--- config.mk ---
export PLATFORM = sky130hd
export DESIGN_NAME = prbs_miss_policy
export DESIGN_NICKNAME = d
export VERILOG_FILES = /design/src/rtl/prbs_lockstep_pkg.sv /design/src/rtl/prbs_miss_policy.sv
export SDC_FILE = /design/constraint.sdc
export NUM_CORES = 1
export LEC_CHECK = 0
export BUFFER_PORTS_ARGS = -buffer_cell sky130_fd_sc_hd__buf_2
export CAP_MARGIN = 20
export CORE_ASPECT_RATIO = 2
export CORE_MARGIN = 2
export CORE_UTILIZATION = 40
export CTS_CLUSTER_SIZE = 10
export DETAILED_ROUTE_END_ITERATION = 16
export GPL_ROUTABILITY_DRIVEN = 0
export PLACE_DENSITY_LB_ADDON = 0.3
export SETUP_SLACK_MARGIN = 0.1
export SKIP_LAST_GASP = 1
export SLEW_MARGIN = 30
export SYNTH_ARGS = -nofsm -noshare
export SYNTH_HDL_FRONTEND = slang
export SYNTH_SLANG_ARGS = --single-unit
--- constraint.sdc ---
create_clock -name clk_i -period 2.65 [get_ports clk_i]
set_clock_uncertainty 0.1 [all_clocks]
set_input_delay 0.3975 -clock clk_i [delete_from_list [all_inputs] [get_ports clk_i]]
set_output_delay 0.3975 -clock clk_i [all_outputs]
set_load 0.02 [all_outputs]
--- src/rtl/prbs_lockstep_pkg.sv ---
`timescale 1ns/1ps
package prbs_lockstep_pkg;

  localparam int unsigned PRED_W = 36;
  localparam logic [PRED_W-1:0] PRED_TAPS = (PRED_W'(1) << 35) | (PRED_W'(1) << 24);
  localparam logic [PRED_W-1:0] PRED_SEED = 36'hA5C31E9F7;

  typedef enum logic [1:0] {
    CHK_WARMUP = 2'd0,
    CHK_ACTIVE = 2'd1,
    CHK_FAULT  = 2'd2
  } chk_state_e;

endpackage

--- src/rtl/prbs_miss_policy.sv ---
`timescale 1ns/1ps
module prbs_miss_policy
  import prbs_lockstep_pkg::*;
#(
  parameter int unsigned CNT_W = 8,
  parameter int unsigned SKIP  = 2
) (
  input  logic             clk_i,
  input  logic             rst_ni,
  input  logic             step_i,
  input  logic             exp_bit_i,
  input  logic             rx_bit_i,
  input  logic [CNT_W-1:0] threshold_i,
  output logic [CNT_W-1:0] cnt_o,
  output logic             fault_o
);

  localparam int unsigned SK_W = (SKIP < 2) ? 1 : $clog2(SKIP + 1);
  localparam chk_state_e  ST_INIT = (SKIP == 0) ? CHK_ACTIVE : CHK_WARMUP;
  localparam logic [CNT_W-1:0] CNT_MAX = '1;

  chk_state_e       state_q;
  logic [SK_W-1:0]  skip_q;
  logic [CNT_W-1:0] cnt_q, cnt_nxt;
  logic             miss, trip;

  always_comb begin
    miss    = exp_bit_i ^ rx_bit_i;
    cnt_nxt = cnt_q;
    if (miss && cnt_q != CNT_MAX) cnt_nxt = cnt_q + CNT_W'(1);
    else if (!miss && cnt_q != '0) cnt_nxt = cnt_q - CNT_W'(1);
    trip = (threshold_i != '0) && (cnt_nxt >= threshold_i);
  end

  always_ff @(posedge clk_i or negedge rst_ni) begin
    if (!rst_ni) begin
      state_q <= ST_INIT;
      skip_q  <= '0;
      cnt_q   <= '0;
    end else if (step_i) begin
      unique case (state_q)
        CHK_WARMUP: begin
          skip_q <= skip_q + SK_W'(1);
          if (skip_q == SK_W'(SKIP - 1)) state_q <= CHK_ACTIVE;
        end
        CHK_ACTIVE: begin
          cnt_q <= cnt_nxt;
          if (trip) state_q <= CHK_FAULT;
        end
        default: state_q <= CHK_FAULT;
      endcase
    end
  end

  assign cnt_o   = cnt_q;
  assign fault_o = (state_q == CHK_FAULT);

endmodule

# Word level (Yosys, flattened, before mapping)
# Cells that the tools add are included.
# totals
regBits	12
inputBits	13
out_inout_bits	9
elab_cells	29
# op_classes
addsub	3
magnitude_cmp	1
eq_ne	6
mux	5
bitwise	1
reduce_logical	10
# op_table
operator	count
2-to-1 mux 8 bit	2
nonzero test 8 bit	2
adder 8 x 1 -> 8 bit, second input constant	1
>= comparator 8 bit	1
inequality test 8 bit, second input constant	1
subtractor 8 x 1 -> 8 bit, second input constant	1
equality test 2 x 1 -> 1 bit, second input constant	2
2-to-1 mux 2 bit	2
inequality test 2 bit, second input constant	2
case mux 2 bit (2 select lines)	1
AND reduction 2 bit	2
logical AND 1 bit	3
AND reduction 3 bit	1
adder 2 x 1 -> 2 bit, second input constant	1
equality test 2 bit, second input constant	1
zero test 2 bit	1
zero test 1 bit	1
bitwise XOR 1 bit	1

# Depth between registers and ports, before layout
# Gate-level depths: netlist (run 1).
# depth
ltp_word	9
ltp_mapped	12
ltp_nobuf	12

# Worst setup path after synthesis (run 1)
# Ideal clock, no wire load.
# synth_path
path_type	flip-flop to flip-flop
start	reg cnt_q[0] (netlist: cnt_o[0])
end	reg state_q[1]
arrival_ns	2.713
t_required_ns	2.430
slack_ns	-0.283
path_stages_with_launch	12
path_buffers	0
period_less_slack_ns	2.933
cell_sequence	dfrtp_1 -> inv_1 -> ha_1 -> nor3b_1 -> a31oi_1 -> nor2_1 -> xnor2_1 -> ha_1 -> nand2b_1 -> a2111oi_0 -> o41ai_1 -> a31o_1
# synth_between
elab_chain_cells	8
# synth_rtl
element	line_no	rtl
start, declared	prbs_miss_policy.sv:24	logic [CNT_W-1:0] cnt_q, cnt_nxt;
start signal, assigned	prbs_miss_policy.sv:47	cnt_q <= cnt_nxt;
branches (longest 3 deep; another with subtractor 8 x 1 -> 8 bit)	--	
2-to-1 mux 8 bit (*)	prbs_miss_policy.sv:30	if (miss && cnt_q != CNT_MAX) cnt_nxt = cnt_q + CNT_W'(1);
>= comparator 8 bit (*)	prbs_miss_policy.sv:32	trip = (threshold_i != '0) && (cnt_nxt >= threshold_i);
logical AND 1 bit (*)	prbs_miss_policy.sv:32	
inequality test 2 bit (no line) (*)	--	
AND reduction 3 bit (no line) (*)	--	
end signal, assigned	prbs_miss_policy.sv:37	state_q <= ST_INIT;
end signal, assigned	prbs_miss_policy.sv:44	if (skip_q == SK_W'(SKIP - 1)) state_q <= CHK_ACTIVE;
end signal, assigned	prbs_miss_policy.sv:48	if (trip) state_q <= CHK_FAULT;
end, declared	prbs_miss_policy.sv:22	chk_state_e state_q;
# Mark *: on every way between the ends.
# A chain may end at the register's enable or synchronous reset.

# Final worst setup path (run 1)
# layout_path
start	reg cnt_q[0] (netlist: cnt_o[0])
end	reg state_q[0]
# layout_between
elab_chain_cells	8
# layout_rtl
element	line_no
branches (longest 3 deep; another with subtractor 8 x 1 -> 8 bit)	--
2-to-1 mux 8 bit (*)	prbs_miss_policy.sv:30
net cnt_nxt[7]	prbs_miss_policy.sv:24
>= comparator 8 bit (*)	prbs_miss_policy.sv:32
logical AND 1 bit (*)	prbs_miss_policy.sv:32
inequality test 2 bit (no line) (*)	--
AND reduction 3 bit (no line) (*)	--
# Mark *: on every way through the listed nets, which the timed path passes.

==> results.txt, run 1 <==
- Seq pwr share: a little over a fifth
* Share of Yosys cell area claimed by the top area cell type: 26.79%
- The longest clock path from root to sink contains 2 buffers.
- Wires add up to 2983 µm.
- Unrepaired setup endpoints after global routing: yes
- Combinational cells account for 67.5% of the total power.
* Max-Cap Viols: 0
- Fraction of power spent switching nets: 45.51%
- Leakage power of the design: 0.7392 nW
- Number of global-route vias before repair: between 1k and 1.5k
- Clock net sink count: 12
- Width of the die: 41.44 µm
* TritonCTS buffer count: 3
- Count of unique library cells instantiated by Yosys: 39
* Initial antenna violation count: 0
* Wire length of the first global-routing pass: between 4000 and 5000 µm
* Design internal power: 958.7 µW
- Power per cell area: 1137 nW/µm²
* Layout cells sized above 1: 40.46%
- Initial core utilization: 41.48%
- After detailed routing, the number of vias per cell comes to 5.619.
- Normalized max-slew margin: between 60% and 70%
* Diodes inserted: 0
* Die Area: between 3000 and 4000 µm²
* Max-slew violation count: 0
- Global router's overall resource usage: about a fifth
* Average size of a mapped cell: 8.827 µm²
* Worst hold path type: input pin to flip-flop
- Post-route clock period utilization: 108.6%
- The final reports fail on negative setup slack.
- Clock-pin slew was measured on the worst setup and hold paths at 0.05 ns.
- Yosys instantiated no cell more often than sky130_fd_sc_hd__nand2_1.
* Post-route worst setup slack: -0.2285 ns
- Final hold slack: approximately 0.36 ns
- Once detailed placement completed, the half-perimeter wirelength came to 2466 µm.
* Final design instance area without fill: around 1500 µm²
- Mean routed wirelength per cell: 14.77 µm
- Yosys warnings: 0
- Counting every instance in the synthesized netlist gives 127.
- The hold violation total from the final report is 0.
* Yosys reg bits: 12
- At the worst endpoint, the required time is 2.68 ns.
- Overall power consumption after layout is estimated at 1.759 mW.
* Nature of the critical path endpoint: flip-flop
- Detailed routing inserted a total of 1135 vias.
- Die height: between 70 and 80 µm
- The net count of the finished layout is roughly 200.
- Clock tree from TritonCTS: yes
- Actual transition at the worst max-transition pin: ~0.49 ns
* Synth top cells by count: 13 x sky130_fd_sc_hd__nand2_1, 12 x sky130_fd_sc_hd__dfrtp_1, 12 x sky130_fd_sc_hd__ha_1, 12 x sky130_fd_sc_hd__inv_1, 10 x sky130_fd_sc_hd__xnor2_1
- Entering global routing, the biggest net connects 13 pins.
* Run status: finished with violations
* Sw power: 800.6 µW
- Largest area contributor in the netlist: sky130_fd_sc_hd__dfrtp_1
* Top post-synthesis cells by area: sky130_fd_sc_hd__dfrtp_1 27%, sky130_fd_sc_hd__ha_1 13%, sky130_fd_sc_hd__xnor2_1 7.8%, sky130_fd_sc_hd__nand2_1 4.4%, sky130_fd_sc_hd__inv_1 4.0%
- Compared with the post-synthesis result, the final layout area differs by 38.06%.
- Share of the yosys chip area belonging to registers: 26.79%
* Port buffer count: 21
- Achievable frequency: 347.4 MHz
- The floorplan has 27 rows.
- In this run the number of H-tree levels came out at 1.
- Post-detailed-placement cell area: 1438 µm²
- DRC viols: 0
* First-pass iteration count of the detailed router: 5
* Type of the setup path with the least slack: flip-flop to flip-flop
- Worst ir drop on vdd: about 0.00059 V
* Latest clock arrival within the worst-skew pair: 0.24 ns
- Startpoint type of the worst setup path: flip-flop
- 22 I/O pins were placed.
* Fraction of registers with async set/reset: 100.0%
- For this block, the initial DRC count from the detailed router was 13.
- DP Worst Slack: -0.2848 ns
- Antenna-violating nets left: 0
* Post-synth EDFFs: 0
* Number of setup violations in the final report: 2
- Fill cell total of the finished layout: 257
- The floorplan step defined a core boundary enclosing 2703 µm².
* Worst-path maximum fanout: 4
- Shortest clock period the worst path allows after layout: 2.879 ns
- Total gr overflow: 0
- Clock power frac: 11.0%
- Total standard cell area after synthesis: 1121 µm²
* Synth Net Count: about 150
- Summed over all failing endpoints, the final setup total negative slack is -0.4259 ns.
- Clock Root Buffer: sky130_fd_sc_hd__clkbuf_8
- Among all flip-flop cells after synthesis, the most frequent one is sky130_fd_sc_hd__dfrtp_1.
- Data arrival, critical path: between 2 and 3 ns
==> critical path, stage by stage, from the launching register on <==
cell	delay, ns
sky130_fd_sc_hd__dfrtp_2	0.45
sky130_fd_sc_hd__ha_4	0.17
sky130_fd_sc_hd__and2_4	0.17
sky130_fd_sc_hd__a31o_4	0.24
sky130_fd_sc_hd__o41ai_4	0.31
sky130_fd_sc_hd__a21oi_1	0.11
sky130_fd_sc_hd__a31oi_1	0.23
sky130_fd_sc_hd__ha_1	0.32
sky130_fd_sc_hd__a21oi_2	0.15
sky130_fd_sc_hd__a31o_2	0.18
sky130_fd_sc_hd__o41ai_2	0.08
sky130_fd_sc_hd__o311ai_1	0.26
==> final cells by class <==
| class | instances | area, µm² | area share (%) |
|---|---|---|---|
| Inverter | 12 | 47.55 | 3.072 |
| Clock buffer | 4 | 55.05 | 3.557 |
| Multi-Input combinational cell | 99 | 810.8 | 52.38 |
| Timing Repair Buffer | 46 | 295.3 | 19.08 |
| Tap cell | 29 | 36.28 | 2.344 |
| Sequential cell | 12 | 302.8 | 19.56 |
==> power by group through the flow <==
stage	combinational (mW)	sequential, mW	clock [mW]
floorplan	0.698	0.419	0
global placement	1.06	0.370	0
detailed placement	1.11	0.377	0
CTS	1.16	0.376	0.200
global route	1.29	0.388	0.210
finish	1.19	0.377	0.194
==> stage by stage <==
step / util [%] / std cells
finish: 57.27 / 202
floorplan: - / 127
global placement: 53.19 / 194
detailed placement: 53.19 / 194
CTS: 56.81 / 202
global route: 57.27 / 202
==> state kept, by name, indices dropped and copies added (netlist names) <==
name     count
skip_q       2
cnt_o        8
state_q      2
==> worst paths after layout <==
path | start | to | slack (ns) | cells after the start
setup / recovery | cnt_o[0] | state_q[0] | -0.23 | 11
hold / removal | step_i | state_q[1] | 0.36 | 2
setup reg to reg | cnt_o[0] | state_q[0] | -0.23 | 11
hold reg to reg | skip_q[1] | skip_q[1] | 0.38 | 2
max in group asynchronous | rst_ni | cnt_o[1] | 1.77 | 2
min in group asynchronous | rst_ni | state_q[1] | 0.45 | 2
==> cells by family after synthesis <==
group	count (synthesis)	share of synthesized area, %
compound gates	29	21.32
xor+xnor	15	11.72
fa+ha+maj	12	13.39
buf+inv	16	6.919
flops	12	26.79
simple gates	43	19.87
==> timing repair <==
action                                  CTS  global route
hold buffers                              1             0
pin swaps                                 0             0
resized for setup                         3             1
hold endpoints to repair                 12             0
setup buffers                             3             0
endpoints found under the setup margin    2             2
==> cell usage in the layout, fill, tap and decap left out, types with 2 or more instances in the layout <==
cell type / instances
sky130_fd_sc_hd__ha_1: 11
sky130_fd_sc_hd__xnor2_1: 10
sky130_fd_sc_hd__buf_2: 21
sky130_fd_sc_hd__buf_4: 24
sky130_fd_sc_hd__clkbuf_8: 4
sky130_fd_sc_hd__or4_1: 3
sky130_fd_sc_hd__nand3_1: 3
sky130_fd_sc_hd__dfrtp_1: 10
sky130_fd_sc_hd__xor2_1: 5
sky130_fd_sc_hd__o21ai_0: 4
sky130_fd_sc_hd__or2_2: 3
sky130_fd_sc_hd__nand4_1: 3
sky130_fd_sc_hd__a31oi_1: 3
sky130_fd_sc_hd__inv_1: 10
sky130_fd_sc_hd__dfrtp_2: 2
sky130_fd_sc_hd__nand2_1: 13
sky130_fd_sc_hd__nor2_1: 7
sky130_fd_sc_hd__nand2b_1: 3
sky130_fd_sc_hd__a21oi_1: 2
sky130_fd_sc_hd__o22ai_1: 3
==> routing by layer <==
layer | routed length, µm | global-route usage, %
met1 | 1035 | 18.04
met2 | 1694 | 35.63
met3 | 83 | 2.273
met4 | 169 | 13.87
met5 | 0 | 0
No activity file was read; power rests on OpenSTA's default activity.
==> run 2, diff against run 1 <==
--- a/config.mk
+++ b/config.mk
@@ -7,9 +7,8 @@
 export LEC_CHECK = 0
 export BUFFER_PORTS_ARGS = -buffer_cell sky130_fd_sc_hd__buf_2
 export CAP_MARGIN = 20
-export CORE_ASPECT_RATIO = 2
 export CORE_MARGIN = 2
-export CORE_UTILIZATION = 40
+export CORE_UTILIZATION = 49
 export CTS_CLUSTER_SIZE = 10
 export DETAILED_ROUTE_END_ITERATION = 16
 export GPL_ROUTABILITY_DRIVEN = 0
==> results.txt, run 2 (same netlist as run 1, synthesis figures left out) <==
* Clock net sink count: 12 (unchanged)
- Global-route met2 utilization: 43.25% (+7.6 points)
* Antenna-violating nets left: 0 (unchanged)
- Violations in the final reports: negative setup slack
- Final net count: 199 (unchanged)
- Initial antenna violation count: 0 (unchanged)
- The internal power component came to 921.4 µW (-3.9%).
- Launching point of the worst reg2reg path: cnt_o[0]
- The number of port buffers is 21 (unchanged).
- STA classifies the critical path endpoint as a flip-flop.
- The slack of the worst reg-to-reg path came to -0.23 ns (about the same).
- Mean routed wirelength per cell: 15.44 µm (+4.5%)
- Endpoints failing hold: 0 (unchanged)
- The y dimension of the die is 51.83 µm (-34%).
* DP Worst Slack: -0.2726 ns (+0.01213 ns)
* Starting DRC count in detailed routing: 22 (+9)
- The relative slew slack was 64.15% (-3.4 points).
- The instance count after placement with tap cells included came to 193 (-0.52%).
- The instance area at placement was 1436 µm² (about the same).
- Total wire length after detailed routing: 3103 µm (+4.0%)
- Fill cell total of the finished layout: 174 (-32%)
* Actual transition at the worst max-transition pin: 0.5357 ns (+0.05025 ns)
* Worst Hold Launch: step_i
- Worst-path maximum fanout: 4 (unchanged)
- Pin count of the biggest net entering global routing: 13 (unchanged)
- Leakage power of the design: 0.7335 nW (-0.77%)
- The via count of the first global-routing pass is 1180 (+8.3%).
- The met3 layer usage reported by global route was 4.023% (+1.8 points).
- The number of pins with negative max-slew slack in the final report came to 0 (unchanged).
- STA classifies the critical path startpoint as a flip-flop.
- Setup repair after global routing could not meet its margin everywhere.
* Maximum level of the CTS H-tree: 1 (unchanged)
- Sum of negative setup slack: -0.4357 ns (-0.009794 ns)
- The clock edge transition at the registers on the reported setup and hold paths came to 0.09 ns (+0.04 ns).
- The critical path starts at cnt_o[0].
- The data required time of the worst path came to 2.72 ns (+0.04 ns).
- The insertion delay of the later-clocked pin in the worst-skew pair was 0.29 ns (+0.05 ns).
* Worst hold path type: input pin to flip-flop
* Width of the die: 51.83 µm (+25%)
- Multi-input combinational cell area: 832.0 µm² (+2.6%)
- Most frequent cells in the layout: 24 x sky130_fd_sc_hd__buf_4, 21 x sky130_fd_sc_hd__buf_2, 13 x sky130_fd_sc_hd__nand2_1
- The net switching component of the power is 833.4 µW (+4.1%).
- DRC viols: 0 (unchanged)
- Leaving out fill and tap cells, the most frequent cell in the layout is sky130_fd_sc_hd__buf_4.
* Worst ir drop on vdd: 0.0007536 V (+28%)
- Total design power: 1.755 mW (-0.25%)
- Layout overhead on the synthesized area: 38.17% (about the same)
- The fraction of power spent switching nets came to 47.49% (+2.0 points).
- Post-route worst setup slack: -0.2330 ns (-0.004446 ns)
- Util after Layout: 70.70% (+13 points)
* Ratio of routed vias to standard cells: 5.761 (+2.5%)
- TritonCTS buffer count: 3 (unchanged)
- The standard cell core area was 2191 µm² (-19%).
- The part of the total power dissipated in combinational logic was 68.7% (+1.2 points).
- The number of buffers on the longest clock path is 2 (unchanged).
- The global-route wire length before repair is 4981 µm (+5.4%).
* Die Area: 2686 µm² (-18%)
- Max-Cap Viols: 0 (unchanged)
* Number of flip-flops in the largest register: 8 (unchanged)
* GRT Max-Usage Layer: met2
* Diodes inserted: 0 (unchanged)
* Power per cell area: 1133 nW/µm² (-0.33%)
- The run finished, with violations left.
- Met1 track utilization from global routing: 29.01% (+11 points)
- The clock network fraction of design power came to 8.9% (-2.1 points).
- The tightest hold margin is 0.2974 ns (-0.06095 ns).
- The share of total power in sequential cells came to 22.4% (+1.0 points).
- The final critical delay including setup and external delays is 2.883 ns (+0.004446 ns).
* Data arrival, critical path: 2.96 ns (+0.05 ns)
- The leftover overflow at the end of global routing came to 0 (unchanged).
- Clock tree synthesis selected as its root buffer the cell sky130_fd_sc_hd__clkbuf_4.
* Achievable frequency: 346.9 MHz (-0.15%)
* Routed vias: 1158 (+2.0%)
* Area occupied by registers: 302.8 µm² (unchanged)
* DPL Wire Length: 2333 µm (-5.4%)
* Global router's overall resource usage: 25.44% (+6.5 points)
- The initial core utilization was 51.17% (+9.7 points).
* Non-filler cells, final: 201 (-0.50%)
- The count of standard-cell rows came to 17 (-37%).
- Clock tree from TritonCTS: yes
- Post-route clock period utilization: 108.8% (+0.17 points)
- The boundary pin count was 22 (unchanged).
- The number of endpoints failing setup at the final stage is 2 (unchanged).
* Layout cells sized above 1: 41.62% (+1.2 points)
- First-pass iteration count of the detailed router: 6 (+1)
- The final instance area came to 1549 µm² (about the same).
* Type of the setup path with the least slack: flip-flop to flip-flop
## run 2: worst paths after layout
kind	depth (start not counted)	endpoint
worst min-delay path	2	state_q[1]
worst min register to register	2	skip_q[1]
worst max-delay path	10	state_q[0]
worst max register to register	10	state_q[0]
max in group asynchronous	2	cnt_o[1]
min in group asynchronous	2	cnt_o[2]
## run 2: worst max-delay path, cell delays in order (launching register included)
cell and delay, ns:
sky130_fd_sc_hd__dfrtp_2 0.46, sky130_fd_sc_hd__ha_4 0.18, sky130_fd_sc_hd__and2_4 0.17, sky130_fd_sc_hd__a31o_4 0.25
sky130_fd_sc_hd__o41ai_4 0.33, sky130_fd_sc_hd__buf_4 0.18, sky130_fd_sc_hd__xor2_1 0.08, sky130_fd_sc_hd__ha_1 0.21
sky130_fd_sc_hd__a2111oi_2 0.37, sky130_fd_sc_hd__o41ai_2 0.14, sky130_fd_sc_hd__o311ai_1 0.28
## run 2: power groups by stage
| stage | combinational [mW] | sequential (mW) | clock, mW |
|---|---|---|---|
| finish | 1.21 | 0.393 | 0.157 |
| global route | 1.30 | 0.407 | 0.168 |
| CTS | 1.16 | 0.384 | 0.158 |
| detailed placement | 1.09 | 0.387 | 0 |
| global placement | 1.04 | 0.377 | 0 |
| floorplan | 0.698 | 0.419 | 0 |
## run 2: repair_timing
action	4_1_cts	5_1_grt
pin swaps	3	0
buffers inserted	3	0
endpoints found under the setup margin	2	2
hold endpoints to repair	12	0
gates resized for setup	4	3
hold buffers	1	0
## run 2: per-layer routing
layer	vias up	share of wire (%)
li1	551	-
met1	553	42
met2	39	50
met3	15	3.8
met4	0	4.0
met5	-	0
## run 2: final cells by class
cell class | instances | area share [%]
timing repair buffer | 46 | 19.06
multi-input combinational | 99 | 53.72
sequential | 12 | 19.55
inverter | 12 | 3.069
clock buffer | 4 | 2.342
tap | 28 | 2.262
==> run 3, diff against run 2 <==
--- a/config.mk
+++ b/config.mk
@@ -8,7 +8,8 @@
 export BUFFER_PORTS_ARGS = -buffer_cell sky130_fd_sc_hd__buf_2
 export CAP_MARGIN = 20
 export CORE_MARGIN = 2
-export CORE_UTILIZATION = 49
+export CORE_UTILIZATION = 54
+export CTS_BUF_LIST = sky130_fd_sc_hd__clkbuf_4 sky130_fd_sc_hd__clkbuf_8 sky130_fd_sc_hd__clkbuf_16
 export CTS_CLUSTER_SIZE = 10
 export DETAILED_ROUTE_END_ITERATION = 16
 export GPL_ROUTABILITY_DRIVEN = 0
==> constraint.sdc (replaced) <==
create_clock -name clk_i -period 2.7 [get_ports clk_i]
set_clock_uncertainty 0.1 [all_clocks]
set_input_delay 0.405 -clock clk_i [delete_from_list [all_inputs] [get_ports clk_i]]
set_output_delay 0.405 -clock clk_i [all_outputs]
set_load 0.02 [all_outputs]
==> results.txt, run 3 (same netlist as run 1, synthesis figures left out) <==
- From synthesis to final layout, the design area changed by 36.61%.
* Startpoint type of the worst setup path: flip-flop
- The transition time at the pin with the least slew margin came to 0.5128 ns (-0.02289 ns).
* Register-to-register setup slack: -0.17 ns (+0.06 ns)
- The average via count per standard cell came to 5.662 (-1.7%).
* Worst Hold Launch: step_i
* DP Worst Slack: -0.1099 ns (+0.1627 ns)
* Max-Cap Viols: 0 (unchanged)
* Normalized max-slew margin: 65.69% (+1.5 points)
- The total vias in the final route was 1104 (-4.7%).
* Violations in the final reports: negative setup slack
- Worst R2R End: state_q[0]
- The DRC violation total after the first TritonRoute iteration is 43 (+95%).
- The via count of the first global-routing pass came to 1106 (-6.3%).
- The sum of buffers and inverters on the critical path is 3 (+2).
- The number of endpoints failing setup at the final stage came to 2 (unchanged).
- The standard cell core area came to 1962 µm² (-10%).
- The count of standard-cell rows was 16 (-1).
* Clock tree from TritonCTS: yes
- Wire length of the first global-routing pass: 4830 µm (-3.0%)
- The final critical delay including setup and external delays came to 2.870 ns (-0.01343 ns).
- The leftover overflow at the end of global routing is 0 (unchanged).
- The leakage power figure was 0.7111 nW (-3.1%).
- CP Data Required Time: 2.79 ns (+0.07 ns)
* Die height: 49.57 µm (-4.4%)
- Max-slew violation count: 0 (unchanged)
- Delay-heaviest family, CP: compound AO/OA/AOI/OAI gates
- The largest net degree at the start of global routing came to 13 (unchanged).
- The boundary pin count is 22 (unchanged).
* Cell type of the slowest stage on the worst timing path: sky130_fd_sc_hd__dfrtp_2
- The initial core utilization came to 57.14% (+6.0 points).
* TritonCTS buffer count: 3 (unchanged)
* Most frequent cells in the layout: 21 x sky130_fd_sc_hd__buf_2, 19 x sky130_fd_sc_hd__buf_4, 13 x sky130_fd_sc_hd__nand2_1
- Seq pwr share: 21.7% (-0.7 points)
* Power per cell area: 1126 nW/µm² (-0.60%)
- Diodes inserted: 0 (unchanged)
- Initial antenna violation count: 0 (unchanged)
* DPL Wire Length: 2160 µm (-7.4%)
- Mean routed wirelength per cell: 15.35 µm (-0.54%)
* Type of the setup path with the least slack: flip-flop to flip-flop
- The startpoint identified for the worst register-to-register timing path is cnt_o[1].
- The routed wire length came to 2994 µm (-3.5%).
- The hold violation total from the final report came to 0 (unchanged).
- The depth of the worst register-to-register path came to 13 (+3).
- DRC viols: 0 (unchanged)
- The clock network fraction of design power came to 8.7% (-0.2 points).
* Run status: finished with violations
- The number of buffers on the longest clock path is 2 (unchanged).
- Latest clock arrival within the worst-skew pair: 0.28 ns (about the same)
- The fraction of the cycle the final worst path needs came to 106.3% (-2.5 points).
- The part of the total power dissipated in combinational logic is 69.6% (+0.9 points).
- The biggest cell delay along the critical path was 0.43 ns (-0.03 ns).
* Worst hold endpoint: state_q[1]
- The signal on the critical path passes through inv_2, ha_4, nor3b_4, buf_4, a211o_1, buf_4, o22ai_2, xor2_1, ha_1, nand4_1, a31o_2, o41ai_2, o311ai_1.
- The peak supply drop came to 0.0007146 V (-5.2%).
- The length of the first detailed-routing pass in iterations was 4 (-2).
- The fraction of power spent switching nets was 47.55% (+0.054 points).
- Unrepaired setup endpoints after global routing: yes
- Port buffer count: 21 (unchanged)
* Most common cell after layout, fill and taps aside: sky130_fd_sc_hd__buf_2
- The worst setup path is captured at a flip-flop.
* Layout cells sized above 1: 41.07% (-0.55 points)
* Antenna-violating nets left: 0 (unchanged)
- The number of clock sinks came to 12 (unchanged).
- Maximum level of the CTS H-tree: 1 (unchanged)
- The worst hold path belongs to the class input pin to flip-flop.
* Util after Layout: 78.06% (+7.4 points)
- Final net count: 194 (-2.5%)
- Clock transition at the registers of the reported paths: 0.08 ns (about the same)
- Achievable frequency: 348.5 MHz (+0.47%)
* Worst-path maximum fanout: 5 (+1)
- Die Area: 2457 µm² (-8.5%)
* Number of flip-flops in the largest register: 8 (unchanged)
- Data arrival, critical path: 2.96 ns (about the same)
* Design internal power: 904.6 µW (-1.8%)
- The net switching component of the power is 819.9 µW (-1.6%).
- The chip width is 49.57 µm (-4.4%).
- The aggregate global-route resource usage is 25.56% (+0.12 points).
* Clock Root Buffer: sky130_fd_sc_hd__clkbuf_4
- CP most frequent cell: sky130_fd_sc_hd__buf_4
* Hold path depth: 2 (unchanged)
* Post-route worst setup slack: -0.1695 ns (+0.06343 ns)
## run 3: worst register-to-register path: stages (launching register included)
cell	delay [ns]
sky130_fd_sc_hd__dfrtp_2	0.43
sky130_fd_sc_hd__inv_2	0.07
sky130_fd_sc_hd__ha_4	0.15
sky130_fd_sc_hd__nor3b_4	0.16
sky130_fd_sc_hd__buf_4	0.14
sky130_fd_sc_hd__a211o_1	0.30
sky130_fd_sc_hd__buf_4	0.15
sky130_fd_sc_hd__o22ai_2	0.15
sky130_fd_sc_hd__xor2_1	0.23
sky130_fd_sc_hd__ha_1	0.28
sky130_fd_sc_hd__nand4_1	0.11
sky130_fd_sc_hd__a31o_2	0.16
sky130_fd_sc_hd__o41ai_2	0.08
sky130_fd_sc_hd__o311ai_1	0.26
## run 3: how the worst max path moves through the flow
stage	start	to	slack, ns	depth (start not counted)
detailed placement	cnt_o[0]	state_q[0]	-0.11	11
CTS	cnt_o[0]	state_q[1]	-0.09	11
floorplan	cnt_o[0]	state_q[1]	0.01	11
global placement	cnt_o[0]	state_q[0]	-0.04	11
finish	cnt_o[1]	state_q[0]	-0.17	13
global route	cnt_o[1]	state_q[1]	-0.24	12
## run 3: layout make-up
class,count,area [µm²]
tap,27,33.78
sequential,12,302.8
inverter,12,47.55
multi-input combinational,99,853.3
fill,135,430.4
clock buffer,4,36.28
timing repair buffer,41,257.7
## run 3: per-layer routing
metal | vias up | global-route usage (%) | routed length [µm]
li1 | 543 | - | -
met2 | 50 | 44.22 | 1510
met5 | - | 0 | 0
met1 | 502 | 31.17 | 1265
met4 | 0 | 9.259 | 54
met3 | 9 | 5.152 | 165
## run 3: what timing repair did
item,CTS,global route
hold endpoints to repair,12,0
hold buffers,1,0
pin swaps,0,11
buffers inserted,3,3
gates resized for setup,4,7
setup endpoints to repair,2,2
## run 3: power by group through the flow
| stage | Combinational [mW] | Sequential, mW | Clock (mW) |
|---|---|---|---|
| 2_1_floorplan | 0.685 | 0.411 | 0 |
| 3_3_place_gp | 0.978 | 0.366 | 0 |
| 3_5_place_dp | 1.02 | 0.370 | 0 |
| 4_1_cts | 1.07 | 0.373 | 0.153 |
| 5_1_grt | 1.30 | 0.390 | 0.166 |
| 6_report | 1.20 | 0.375 | 0.150 |
## run 3: per-stage QoR
step           hold WS [ns]  TNS [ns]  cells  total power, mW  cell area [µm²]
3_5_place_dp         0.2060   -0.2190    184            1.387             1375
6_report             0.3143   -0.3080    195            1.725             1531
3_3_place_gp         0.1996  -0.07953    184            1.344             1375
5_1_grt              0.3229   -0.4649    195            1.853             1531
2_1_floorplan      0.009409         0    127            1.097             1171
4_1_cts              0.3168   -0.1785    192            1.597             1460
